`src/rtl/serport_pkg.sv`:
```
package serport_pkg;

    typedef enum logic [9:0] {
        REG_ID    = 10'd0,
        REG_DATA  = 10'd1,
        REG_COUNT = 10'd2,
        REG_IRQEN = 10'd3,
        REG_TXPTR = 10'd4,
        REG_TXLEN = 10'd5,
        REG_RXPTR = 10'd6,
        REG_RXLEN = 10'd7,
        REG_DEPTH = 10'd8
    } reg_idx_e;

    localparam logic [31:0] EMPTY_WORD = 32'hFFFF_FFFF;
    localparam int IRQ_FIFO_BIT = 0;
    localparam int IRQ_TX_BIT   = 1;
    localparam int IRQ_RX_BIT   = 2;
    localparam int IRQ_BITS     = 3;

    typedef struct packed {
        logic rd_data;
        logic wr_data;
        logic wr_irqen;
        logic wr_txptr;
        logic wr_txlen;
        logic wr_rxptr;
        logic wr_rxlen;
    } strobe_t;

    function automatic int fix_depth(input int d);
        return (d <= 0) ? 16 : d;
    endfunction

endpackage

```
`src/rtl/serport_fifo.sv`:
```
module serport_fifo #(
    parameter int DEPTH = 16,
    parameter int WIDTH = 32,
    localparam int PTR_W = (DEPTH > 1) ? $clog2(DEPTH) : 1,
    localparam int CNT_W = $clog2(DEPTH + 1)
) (
    input  logic             clk,
    input  logic             rst,
    input  logic             push,
    input  logic [WIDTH-1:0] push_data,
    input  logic             pop,
    output logic [WIDTH-1:0] head,
    output logic [CNT_W-1:0] count
);

    logic [WIDTH-1:0] mem [DEPTH];
    logic [PTR_W-1:0] rd_pos;
    logic [CNT_W:0]   wsum;
    logic [PTR_W-1:0] wslot;
    logic             do_push;
    logic             do_pop;

    assign do_push = push && (count != CNT_W'(DEPTH));
    assign do_pop  = pop && (count != '0);
    assign head    = mem[rd_pos];

    // slot = (read position + occupancy) modulo depth
    always_comb begin
        wsum = (CNT_W+1)'(rd_pos) + (CNT_W+1)'(count);
        if (wsum >= (CNT_W+1)'(DEPTH)) begin
            wsum = wsum - (CNT_W+1)'(DEPTH);
        end
        wslot = PTR_W'(wsum);
    end

    always_ff @(posedge clk) begin
        if (rst) begin
            rd_pos <= '0;
            count  <= '0;
        end else begin
            count <= count + CNT_W'(do_push) - CNT_W'(do_pop);
            if (do_pop) begin
                rd_pos <= (rd_pos == PTR_W'(DEPTH - 1)) ? '0 : rd_pos + 1'b1;
            end
        end
    end

    always_ff @(posedge clk) begin
        if (do_push) begin
            mem[wslot] <= push_data;
        end
    end

endmodule

```
`src/rtl/serport_rxdma.sv`:
```
module serport_rxdma #(
    parameter int CNT_W = 5
) (
    input  logic             clk,
    input  logic             rst,
    input  logic             wr_ptr,
    input  logic             wr_len,
    input  logic [31:0]      wdata,
    input  logic [CNT_W-1:0] fifo_count,
    input  logic             rx_to_dma,
    output logic [31:0]      ptr,
    output logic [31:0]      rem,
    output logic             busy,
    output logic             drain_pop
);

    logic [CNT_W-1:0] drain_left;

    assign busy      = (drain_left != '0);
    assign drain_pop = busy && !wr_ptr && !wr_len;

    always_ff @(posedge clk) begin
        if (rst) begin
            ptr        <= '0;
            rem        <= '0;
            drain_left <= '0;
        end else if (wr_ptr) begin
            ptr        <= wdata;
            rem        <= '0;
            drain_left <= '0;
        end else if (wr_len) begin
            if (wdata > 32'(fifo_count)) begin
                rem        <= wdata - 32'(fifo_count);
                drain_left <= fifo_count;
            end else begin
                rem        <= '0;
                drain_left <= CNT_W'(wdata);
            end
        end else if (busy) begin
            ptr        <= ptr + 32'd1;
            drain_left <= drain_left - 1'b1;
        end else if (rx_to_dma) begin
            ptr <= ptr + 32'd1;
            rem <= rem - 32'd1;
        end
    end

endmodule

```
`src/rtl/serport_tx.sv`:
```
module serport_tx (
    input  logic        clk,
    input  logic        rst,
    input  logic        wr_byte,
    input  logic        wr_ptr,
    input  logic        wr_len,
    input  logic [31:0] wdata,
    input  logic        tx_ready,
    output logic        tx_valid,
    output logic [7:0]  tx_data,
    output logic [31:0] ptr,
    output logic        go,
    output logic [31:0] go_addr,
    output logic [31:0] go_len
);

    always_ff @(posedge clk) begin
        if (rst) begin
            tx_valid <= 1'b0;
            tx_data  <= '0;
        end else if (wr_byte) begin
            tx_valid <= 1'b1;
            tx_data  <= wdata[7:0];
        end else if (tx_valid && tx_ready) begin
            tx_valid <= 1'b0;
        end
    end

    always_ff @(posedge clk) begin
        if (rst) begin
            ptr     <= '0;
            go      <= 1'b0;
            go_addr <= '0;
            go_len  <= '0;
        end else begin
            go <= 1'b0;
            if (wr_ptr) begin
                ptr <= wdata;
            end else if (wr_len && (wdata != '0)) begin
                go      <= 1'b1;
                go_addr <= ptr;
                go_len  <= wdata;
                ptr     <= ptr + wdata;
            end
        end
    end

endmodule

```
`src/rtl/serport_csr.sv`:
```
module serport_csr
    import serport_pkg::*;
#(
    parameter int          ADDR_W     = 32,
    parameter int          FIFO_DEPTH = 16,
    parameter logic [31:0] ID_VALUE   = 32'h5350_0001
) (
    input  logic              clk,
    input  logic              rst,
    input  logic              bus_sel,
    input  logic              bus_wr,
    input  logic [ADDR_W-1:0] bus_addr,
    input  logic [31:0]       bus_wdata,
    output logic [31:0]       bus_rdata,
    output logic              irq,
    output logic              tx_valid,
    input  logic              tx_ready,
    output logic [7:0]        tx_data,
    input  logic              rx_valid,
    output logic              rx_ready,
    input  logic [7:0]        rx_data,
    output logic [31:0]       rx_credit,
    output logic              dma_tx_go,
    output logic [31:0]       dma_tx_addr,
    output logic [31:0]       dma_tx_len,
    output logic              dma_rx_wvalid,
    output logic [31:0]       dma_rx_waddr,
    output logic [7:0]        dma_rx_wdata
);

    localparam int DEPTH_EFF = fix_depth(FIFO_DEPTH);
    localparam int CNT_W     = $clog2(DEPTH_EFF + 1);

    logic [9:0]          reg_idx;
    logic                addr_unused;
    strobe_t             stb;
    logic [IRQ_BITS-1:0] irq_en;
    logic [CNT_W-1:0]    fifo_count;
    logic [31:0]         fifo_head;
    logic                fifo_pop;
    logic                fifo_push;
    logic [31:0]         rx_ptr;
    logic [31:0]         rx_rem;
    logic                rx_busy;
    logic                drain_pop;
    logic                rx_fire;
    logic                rx_to_dma;
    logic [31:0]         tx_ptr;

    assign reg_idx     = bus_addr[11:2];
    assign addr_unused = ^{bus_addr[ADDR_W-1:12], bus_addr[1:0]};

    always_comb begin
        stb          = '0;
        stb.rd_data  = bus_sel && !bus_wr && (reg_idx == REG_DATA);
        stb.wr_data  = bus_sel && bus_wr && (reg_idx == REG_DATA);
        stb.wr_irqen = bus_sel && bus_wr && (reg_idx == REG_IRQEN);
        stb.wr_txptr = bus_sel && bus_wr && (reg_idx == REG_TXPTR);
        stb.wr_txlen = bus_sel && bus_wr && (reg_idx == REG_TXLEN);
        stb.wr_rxptr = bus_sel && bus_wr && (reg_idx == REG_RXPTR);
        stb.wr_rxlen = bus_sel && bus_wr && (reg_idx == REG_RXLEN);
    end

    always_ff @(posedge clk) begin
        if (rst) begin
            irq_en <= '0;
        end else if (stb.wr_irqen) begin
            irq_en <= bus_wdata[IRQ_BITS-1:0];
        end
    end

    // receive side: credit, ready and routing between FIFO and write port
    always_comb begin
        if (rx_busy) begin
            rx_credit = '0;
        end else if (rx_rem != '0) begin
            rx_credit = rx_rem;
        end else begin
            rx_credit = 32'(DEPTH_EFF) - 32'(fifo_count);
        end
    end

    assign rx_ready  = (rx_credit != '0) && !stb.wr_rxptr && !stb.wr_rxlen;
    assign rx_fire   = rx_valid && rx_ready;
    assign rx_to_dma = rx_fire && (rx_rem != '0);
    assign fifo_push = rx_fire && (rx_rem == '0);
    assign fifo_pop  = drain_pop || (stb.rd_data && !rx_busy);

    serport_fifo #(.DEPTH(DEPTH_EFF), .WIDTH(32)) u_fifo (
        .clk       (clk),
        .rst       (rst),
        .push      (fifo_push),
        .push_data ({24'h0, rx_data}),
        .pop       (fifo_pop),
        .head      (fifo_head),
        .count     (fifo_count)
    );

    serport_rxdma #(.CNT_W(CNT_W)) u_rxdma (
        .clk        (clk),
        .rst        (rst),
        .wr_ptr     (stb.wr_rxptr),
        .wr_len     (stb.wr_rxlen),
        .wdata      (bus_wdata),
        .fifo_count (fifo_count),
        .rx_to_dma  (rx_to_dma),
        .ptr        (rx_ptr),
        .rem        (rx_rem),
        .busy       (rx_busy),
        .drain_pop  (drain_pop)
    );

    assign dma_rx_wvalid = drain_pop || rx_to_dma;
    assign dma_rx_waddr  = rx_ptr;
    assign dma_rx_wdata  = drain_pop ? fifo_head[7:0] : rx_data;

    serport_tx u_tx (
        .clk      (clk),
        .rst      (rst),
        .wr_byte  (stb.wr_data),
        .wr_ptr   (stb.wr_txptr),
        .wr_len   (stb.wr_txlen),
        .wdata    (bus_wdata),
        .tx_ready (tx_ready),
        .tx_valid (tx_valid),
        .tx_data  (tx_data),
        .ptr      (tx_ptr),
        .go       (dma_tx_go),
        .go_addr  (dma_tx_addr),
        .go_len   (dma_tx_len)
    );

    assign irq = (irq_en[IRQ_FIFO_BIT] && (fifo_count != '0))
              || irq_en[IRQ_TX_BIT]
              || (irq_en[IRQ_RX_BIT] && (rx_rem == '0) && !rx_busy);

    always_comb begin
        case (reg_idx)
            REG_ID:    bus_rdata = ID_VALUE;
            REG_DATA:  bus_rdata = (rx_busy || (fifo_count == '0)) ? EMPTY_WORD : fifo_head;
            REG_COUNT: bus_rdata = 32'(fifo_count);
            REG_IRQEN: bus_rdata = 32'(irq_en);
            REG_TXPTR: bus_rdata = tx_ptr;
            REG_TXLEN: bus_rdata = '0;
            REG_RXPTR: bus_rdata = rx_ptr;
            REG_RXLEN: bus_rdata = rx_rem;
            REG_DEPTH: bus_rdata = 32'(DEPTH_EFF);
            default:   bus_rdata = '0;
        endcase
    end

endmodule

```
`config.mk`:
```
export PLATFORM = sky130hd
export DESIGN_NAME = serport_csr
export DESIGN_NICKNAME = d
export VERILOG_FILES = /design/src/rtl/serport_pkg.sv /design/src/rtl/serport_fifo.sv /design/src/rtl/serport_rxdma.sv /design/src/rtl/serport_tx.sv /design/src/rtl/serport_csr.sv
export SDC_FILE = /design/constraint.sdc
export NUM_CORES = 1
export LEC_CHECK = 0
export BUFFER_PORTS_ARGS = -buffer_cell sky130_fd_sc_hd__buf_2
export CAP_MARGIN = 40
export CORE_ASPECT_RATIO = 0.8
export CORE_MARGIN = 4
export CORE_UTILIZATION = 40
export DETAILED_ROUTE_END_ITERATION = 6
export PLACE_DENSITY = 0.6
export SLEW_MARGIN = 20
export SYNTH_ARGS = -nofsm -noshare
export SYNTH_HDL_FRONTEND = slang
export SYNTH_SLANG_ARGS = --single-unit
```
`constraint.sdc`:
```
create_clock -name clk -period 4.2 [get_ports clk]
set_clock_uncertainty 0.15 [all_clocks]
set_input_delay 0.21 -clock clk [delete_from_list [all_inputs] [get_ports clk]]
set_output_delay 0.21 -clock clk [all_outputs]
set_load 0.02 [all_outputs]
```
* Word level (Yosys, flattened, before mapping) *
Memories as Yosys holds them, arrays and structs flattened. A register that Yosys moved wholly into a read port is not among the register bits.
Index checks and enable logic that the tools add are counted.
W data, S select, Z words.

storage, ports and cells
  bits of input ports = 78
  logic and storage cells = 117
  register bits after elaboration = 187
  memories kept = 1
  bits in writable memories = 128

operators by class
  mux-type cells = 27
  order comparisons = 2
  reductions and logical operators = 51
  eq/ne operators = 12
  bitwise logic cells = 1
  add/subtract/negate cells = 11

memories
  name        depth  bits a word  read ports  clocked after memory_dff  wr ports  RTL line            RTL
  u_fifo.mem  16     8            1           1                         1         serport_fifo.sv:16  logic [WIDTH-1:0] mem [DEPTH];

operators with widths
  kind                     count
  $mux W32                 13
  $pmux W32 S8             1
  $reduce_bool A32 Y1      3
  $eq A10 B3 Y1 const B    4
  $add A32 B1 Y32 const B  1
  $add A32 B32 Y32         1
  $gt A32 B5 Y1            1
  $logic_not A32 Y1        1
  $sub A32 B1 Y32 const B  1
  $sub A32 B5 Y32          1
  $logic_and A1 B1 Y1      24
  $eq A10 B2 Y1 const B    2
  $mux W4                  4
  $mux W5                  3
  $eq A10 B1 Y1 const B    1
  $eq A10 B4 Y1 const B    1
  $logic_not A10 Y1        1
  $reduce_bool A5 Y1       2
  $mux W8                  1
  $reduce_bool A2 Y1       4
  $add A4 B5 Y6            1
  $ge A6 B5 Y1 const B     1
  $reduce_and A2 Y1        3
  $sub A5 B5 Y6 const A    1
  other kinds (15)         28

* Logic depth before layout (Yosys ltp) *
  word-level depth = 12
  depth in mapped cells = 18

* By module *
From an unflattened synthesis, not the netlist that was laid out.

unflattened totals
  cells, all modules = 2555
  area, all modules = 32389.8 µm²

by module, submodules not included
  module         cells each  area each (µm²)  seq. area each (µm²)  times used
  serport_fifo   890         19954.1          15635.0               1
  serport_tx     749         5783.0           2122.0                1
  serport_rxdma  582         4593.2           1381.3                1
  serport_csr    334         2059.5           60.1                  1

* Worst setup path after synthesis *
Ideal clock, no wire load.

  path kind = reg2reg
  start = reg u_fifo.count[1]
  end = reg u_fifo.count[4]
  slack = 0.280 ns
  cell stages (with the launch flop) = 18
  period minus slack after synthesis = 3.920 ns
  buffers on the path = 1
  data arrival time = 3.642 ns
  setup time = 0.128 ns
  path through = dfxtp_1 -> inv_1 -> ha_1 -> and2_1 -> ha_1 -> nand2b_1 -> a2111oi_0 -> o21ai_0 -> o31a_1 -> and4b_1 -> buf_2 -> ha_1 -> fa_1 -> a21oi_1 -> nor2_1 -> nor2_1 -> xor2_1 -> nor2_1

on the way
  cells in the longest elaborated chain, start to end = 11
  elaborated cells on any way between the ends = 14
  classes of those cells = add/sub: 3; eq/ne: 1; mux: 2; reduce/logical: 8

ends and longest elaborated chain
  what                              RTL line            RTL
  start, declared                   serport_fifo.sv:13  output logic [CNT_W-1:0] count
  start signal, assigned            serport_fifo.sv:41  count <= count + CNT_W'(do_push) - CNT_W'(do_pop);
  $sub A5 B5 Y6                     serport_csr.sv:79   rx_credit = 32'(DEPTH_EFF) - 32'(fifo_count);
  $mux W32                          serport_csr.sv:76   end else if (rx_rem != '0) begin
  $mux W32                          serport_csr.sv:74   if (rx_busy) begin
  $reduce_bool A32 Y1               serport_csr.sv:83   assign rx_ready = (rx_credit != '0) && !stb.wr_rxptr && !stb.wr_rxlen;
  $logic_and A1 B1 Y1 (2 in a row)  serport_csr.sv:83
  named net rx_ready                serport_csr.sv:20   output logic rx_ready,
  $logic_and A1 B1 Y1               serport_csr.sv:84   assign rx_fire = rx_valid && rx_ready;
  $logic_and A1 B1 Y1               serport_csr.sv:86   assign fifo_push = rx_fire && (rx_rem == '0);
  $logic_and A1 B1 Y1               serport_fifo.sv:23  assign do_push = push && (count != CNT_W'(DEPTH));
  $add A5 B1 Y5                     serport_fifo.sv:41
  $sub A5 B1 Y5                     serport_fifo.sv:41

The timed path passes the listed nets, and every way through them passes these cells.
A chain may end at the register's enable or synchronous reset.

* Worst setup path in the final report *
  start = reg u_rxdma.rem[20]
  end = reg u_fifo.count[4]

on the way
  cells in the longest elaborated chain, start to end = 11
  elaborated cells on any way between the ends = 12
  classes of those cells = add/sub: 2; mux: 2; reduce/logical: 8

ends and longest elaborated chain
  what                              RTL line             RTL
  start, declared                   serport_rxdma.sv:12  output logic [31:0] rem,
  start signal, assigned            serport_rxdma.sv:33  rem <= wdata - 32'(fifo_count);
  start signal, assigned            serport_rxdma.sv:44  rem <= rem - 32'd1;
  $reduce_bool A32 Y1               serport_csr.sv:76
  $mux W32                          serport_csr.sv:76
  $mux W32                          serport_csr.sv:74
  $reduce_bool A32 Y1               serport_csr.sv:83
  $logic_and A1 B1 Y1 (2 in a row)  serport_csr.sv:83
  $logic_and A1 B1 Y1               serport_csr.sv:84
  $logic_and A1 B1 Y1 *             serport_csr.sv:86
  $logic_and A1 B1 Y1 *             serport_fifo.sv:23
  $add A5 B1 Y5 *                   serport_fifo.sv:41
  $sub A5 B1 Y5 *                   serport_fifo.sv:41

Every way passes the cells marked *; elsewhere a longest branch is shown, timed or not.

==> impl_metrics.ini <==
[worst_hold_path]
hold_class = in -> reg

[worst_setup_path]
r2r_slack_ns = 0.30
endpoint = u_fifo.count[4]
r2r_start = u_rxdma.rem[20]
critical_path_buf_inv_count = 0
cp_common_cell = nor2_1
cpMaxStageDelayCell = or4_1
rr_endpoint = u_fifo.count[4]
crit_start = u_rxdma.rem[20]
crit_chain = or4_1 > nor4_2 > nand3_2 > nor2_8 > mux2i_1 > o31a_1 > and4b_1 > ha_1 > fa_1 > a21oi_1 > nor2_1 > nor2_1 > xor2_1 > nor2_1
cp_max_fo = 5
startpoint_type = register
reg2regPathDepth = 14
required_ns = 4.44
crit_arrival_ns = 4.14
cp-end-kind = register
critPathMaxStageDelay_ns = 0.59
path_delay_family = simple AND/OR/NAND/NOR gates
cp_num_cells = 14
critical_path_class = reg -> reg

[clock_network]
clkSlewWorstSetupHoldPaths_ns = 0.06
cts_buffer_depth = 3
htreeDepth = 2
cts.sinks = 319
cts_tree = yes
cts-root-buf = clkbuf_16
cts_buffers = 36
clk_latency_ns = 0.55

[yosys]
ys_async_sr_fraction = 0
synth_warnings = 0
synth_area_leader_cell = edfxtp_1
yosysSeqAreaShare = 0.442
synth_cell_types = 79
synth_commonest_cells = 274 x nand2_1, 191 x dfxtp_1, 167 x a21oi_1
netlist_area_sq_um = 17400
synth_edf_count = 128
synth_top_area_share = 0.221
synthCells = 1848
syn_avg_cell_area_sq_um = 9.39
syn_nets = 1986
synth_area_leaders = edfxtp_1 22%, dfxtp_1 22%, nand2_1 5.9%
synth_ff_type = dfxtp_1
ys_seq_elements = 319
yosysMostFrequentCell = nand2_1

[timing]
fin_tns_setup_ns = 0
rsz0062_at_grt = false
max_slew_margin = 0.430
slew_viol_final = 0
period_minus_slack_ns = 3.90
fmax_mhz = 256
post-route-period-util = 0.929
worst_pin_slew_ns = 0.852
whs_ns = 0.0251
finalSetupViolCount = 0
finalHoldViolCount = 0

[die]
die_h_um = 194
die-area_sq_um = 46800
initial_core_util = 0.410
core_sq_um = 42300
ios = 259
die_x_um = 241
placementRows = 67

[cells_and_area]
final_nets = 2273
drive_gt1_frac = 0.213
n_antenna_cell = 0
finalInstanceArea_sq_um = 21100
area_growth_pct = 21.4
final_util = 0.498

[routing]
top_layer_used = met4
drt-total-wl_um = 62900
viasPerCell = 5.95
drt_iter0_markers = 1731
ant_nets = 0
firstDrtPassIters = 6
wl_met2_um = 25800
avgRoutedWirePerCell_um = 23.2
vias = 16100
drt-met1-wl_um = 28700
drc = 0
routed-wl-met3_um = 6780

[global_routing]
grt_start_max_net_pins = 68
grt_pass1_wl_um = 93500
grtUsageTotal = 0.259
antenna_found_initial = 0
gr-total-overflow = 0
grt_pass1_vias = 15000

[place]
gp_congestion = 0.964
place_area_sq_um = 19500
place.port_buffers = 236
dp_hpwl_um = 46800

[power_and_ir_drop]
ir_drop_mv = 0.530
powerDensity_nw_per_um2 = 585
p_leak_nw = 8.00

[run]
cap_violations = 0

[status]
status = finished, final reports clean
[layer usage]
metal	vias to the layer above	track usage
met3	94	0.0602
li1	7382	-
met5	-	0
met1	7806	0.402
met2	856	0.361
met4	0	0.0656
[tightest hold or removal path: cells and delay by family]
family	cells	cell delay (ns)
buf+inv	2	0.31
compound gates	1	0.06
simple gates	1	0.08
[worst min path at each step]
stage                    startpoint          endpoint  depth (start not counted)
floorplan                rx_data[0]  u_fifo.mem[0][0]                          0
global placement     u_tx.go_len[9]    u_tx.go_len[9]                          2
detailed placement  u_tx.go_len[19]   u_tx.go_len[19]                          2
CTS                    bus_wdata[5]    u_tx.go_len[5]                          4
global route           bus_wdata[5]    u_tx.go_len[5]                          4
finish                 bus_wdata[5]    u_tx.go_len[5]                          4
[cells by family (layout without fill, tap and decap cells)]
group                    after synthesis  count (layout)  share of synthesized area
XOR/XNOR                             100             100                     0.0505
multiplexers                          71              71                     0.0704
AO/OA/AOI/OAI                        473             473                      0.174
AND/OR/NAND/NOR                      670             670                      0.184
buffers and inverters                155             466                     0.0347
flip-flops                           319             319                      0.442
adder cells (fa/ha/maj)               60              60                     0.0450
[metrics by stage]
step / instances / setup WS (ns) / total power [W]
floorplan: 1848 / 0.280 / 0.00743
finish: 2711 / 0.299 / 0.0123
global route: 2711 / 0.0146 / 0.0130
CTS: 2711 / 0.260 / 0.0123
global placement: 2608 / 0.305 / 0.00903
detailed placement: 2612 / 0.302 / 0.00911
[registers in the layout, indices dropped and copies added (netlist names), named ones only]
name / flops
u_fifo.rd_pos: 4
u_tx.tx_data: 8
u_rxdma.rem: 32
u_fifo.mem: 128
u_rxdma.drain_left: 5
u_tx.go_addr: 32
u_tx.go_len: 32
u_tx.ptr: 32
u_tx.go: 1
u_tx.tx_valid: 1
u_rxdma.ptr: 32
u_fifo.count: 5
irq_en: 3
[layout make-up]
class	instances	area, sq um
fillers	3951	21300
multi-input cells	1374	9120
flip-flops and latches	319	7670
repair buffers	366	2290
clock buffers	42	953
well taps	552	691
clock inverters	20	210
inverters	38	143
[repair_timing]
| item | in CTS | in global routing |
|---|---|---|
| gates resized for setup | 0 | 1 |
| endpoints found under the setup margin | 0 | 1 |
| hold endpoints to repair | 191 | 0 |
| hold buffers | 37 | 0 |
| buffers inserted | 0 | 0 |
[cell usage in the layout, fill, tap and decap left out, drive strengths merged, types with 6 or more instances in the layout]
cell / count
or3: 19
nand3b: 8
nor2: 156
buf: 329
o211ai: 33
o21ai: 58
nand4: 24
o21a: 35
xnor2: 58
clkinv: 11
a22oi: 53
mux2: 9
ha: 56
mux4: 40
dfxtp: 191
or4: 8
mux2i: 22
nand2b: 10
nor2b: 10
nand2: 274
nor3b: 6
a21o: 18
and3: 10
nor4b: 6
dlygate4sd3: 37
nand3: 36
xor2: 42
o22ai: 11
nor3: 52
inv: 40
a21oi: 168
a211oi: 29
a31oi: 14
clkbuf: 42
nor4: 22
edfxtp: 128
and2: 7
[power breakdown]
group | internal [W] | switching (W) | total (W)
clock | 0.00182 | 0.00135 | 0.00317
sequential | 0.00344 | 0.000235 | 0.00367
combinational | 0.00213 | 0.00336 | 0.00549
total | 0.00739 | 0.00494 | 0.0123
(Power assumes the default switching activity.)
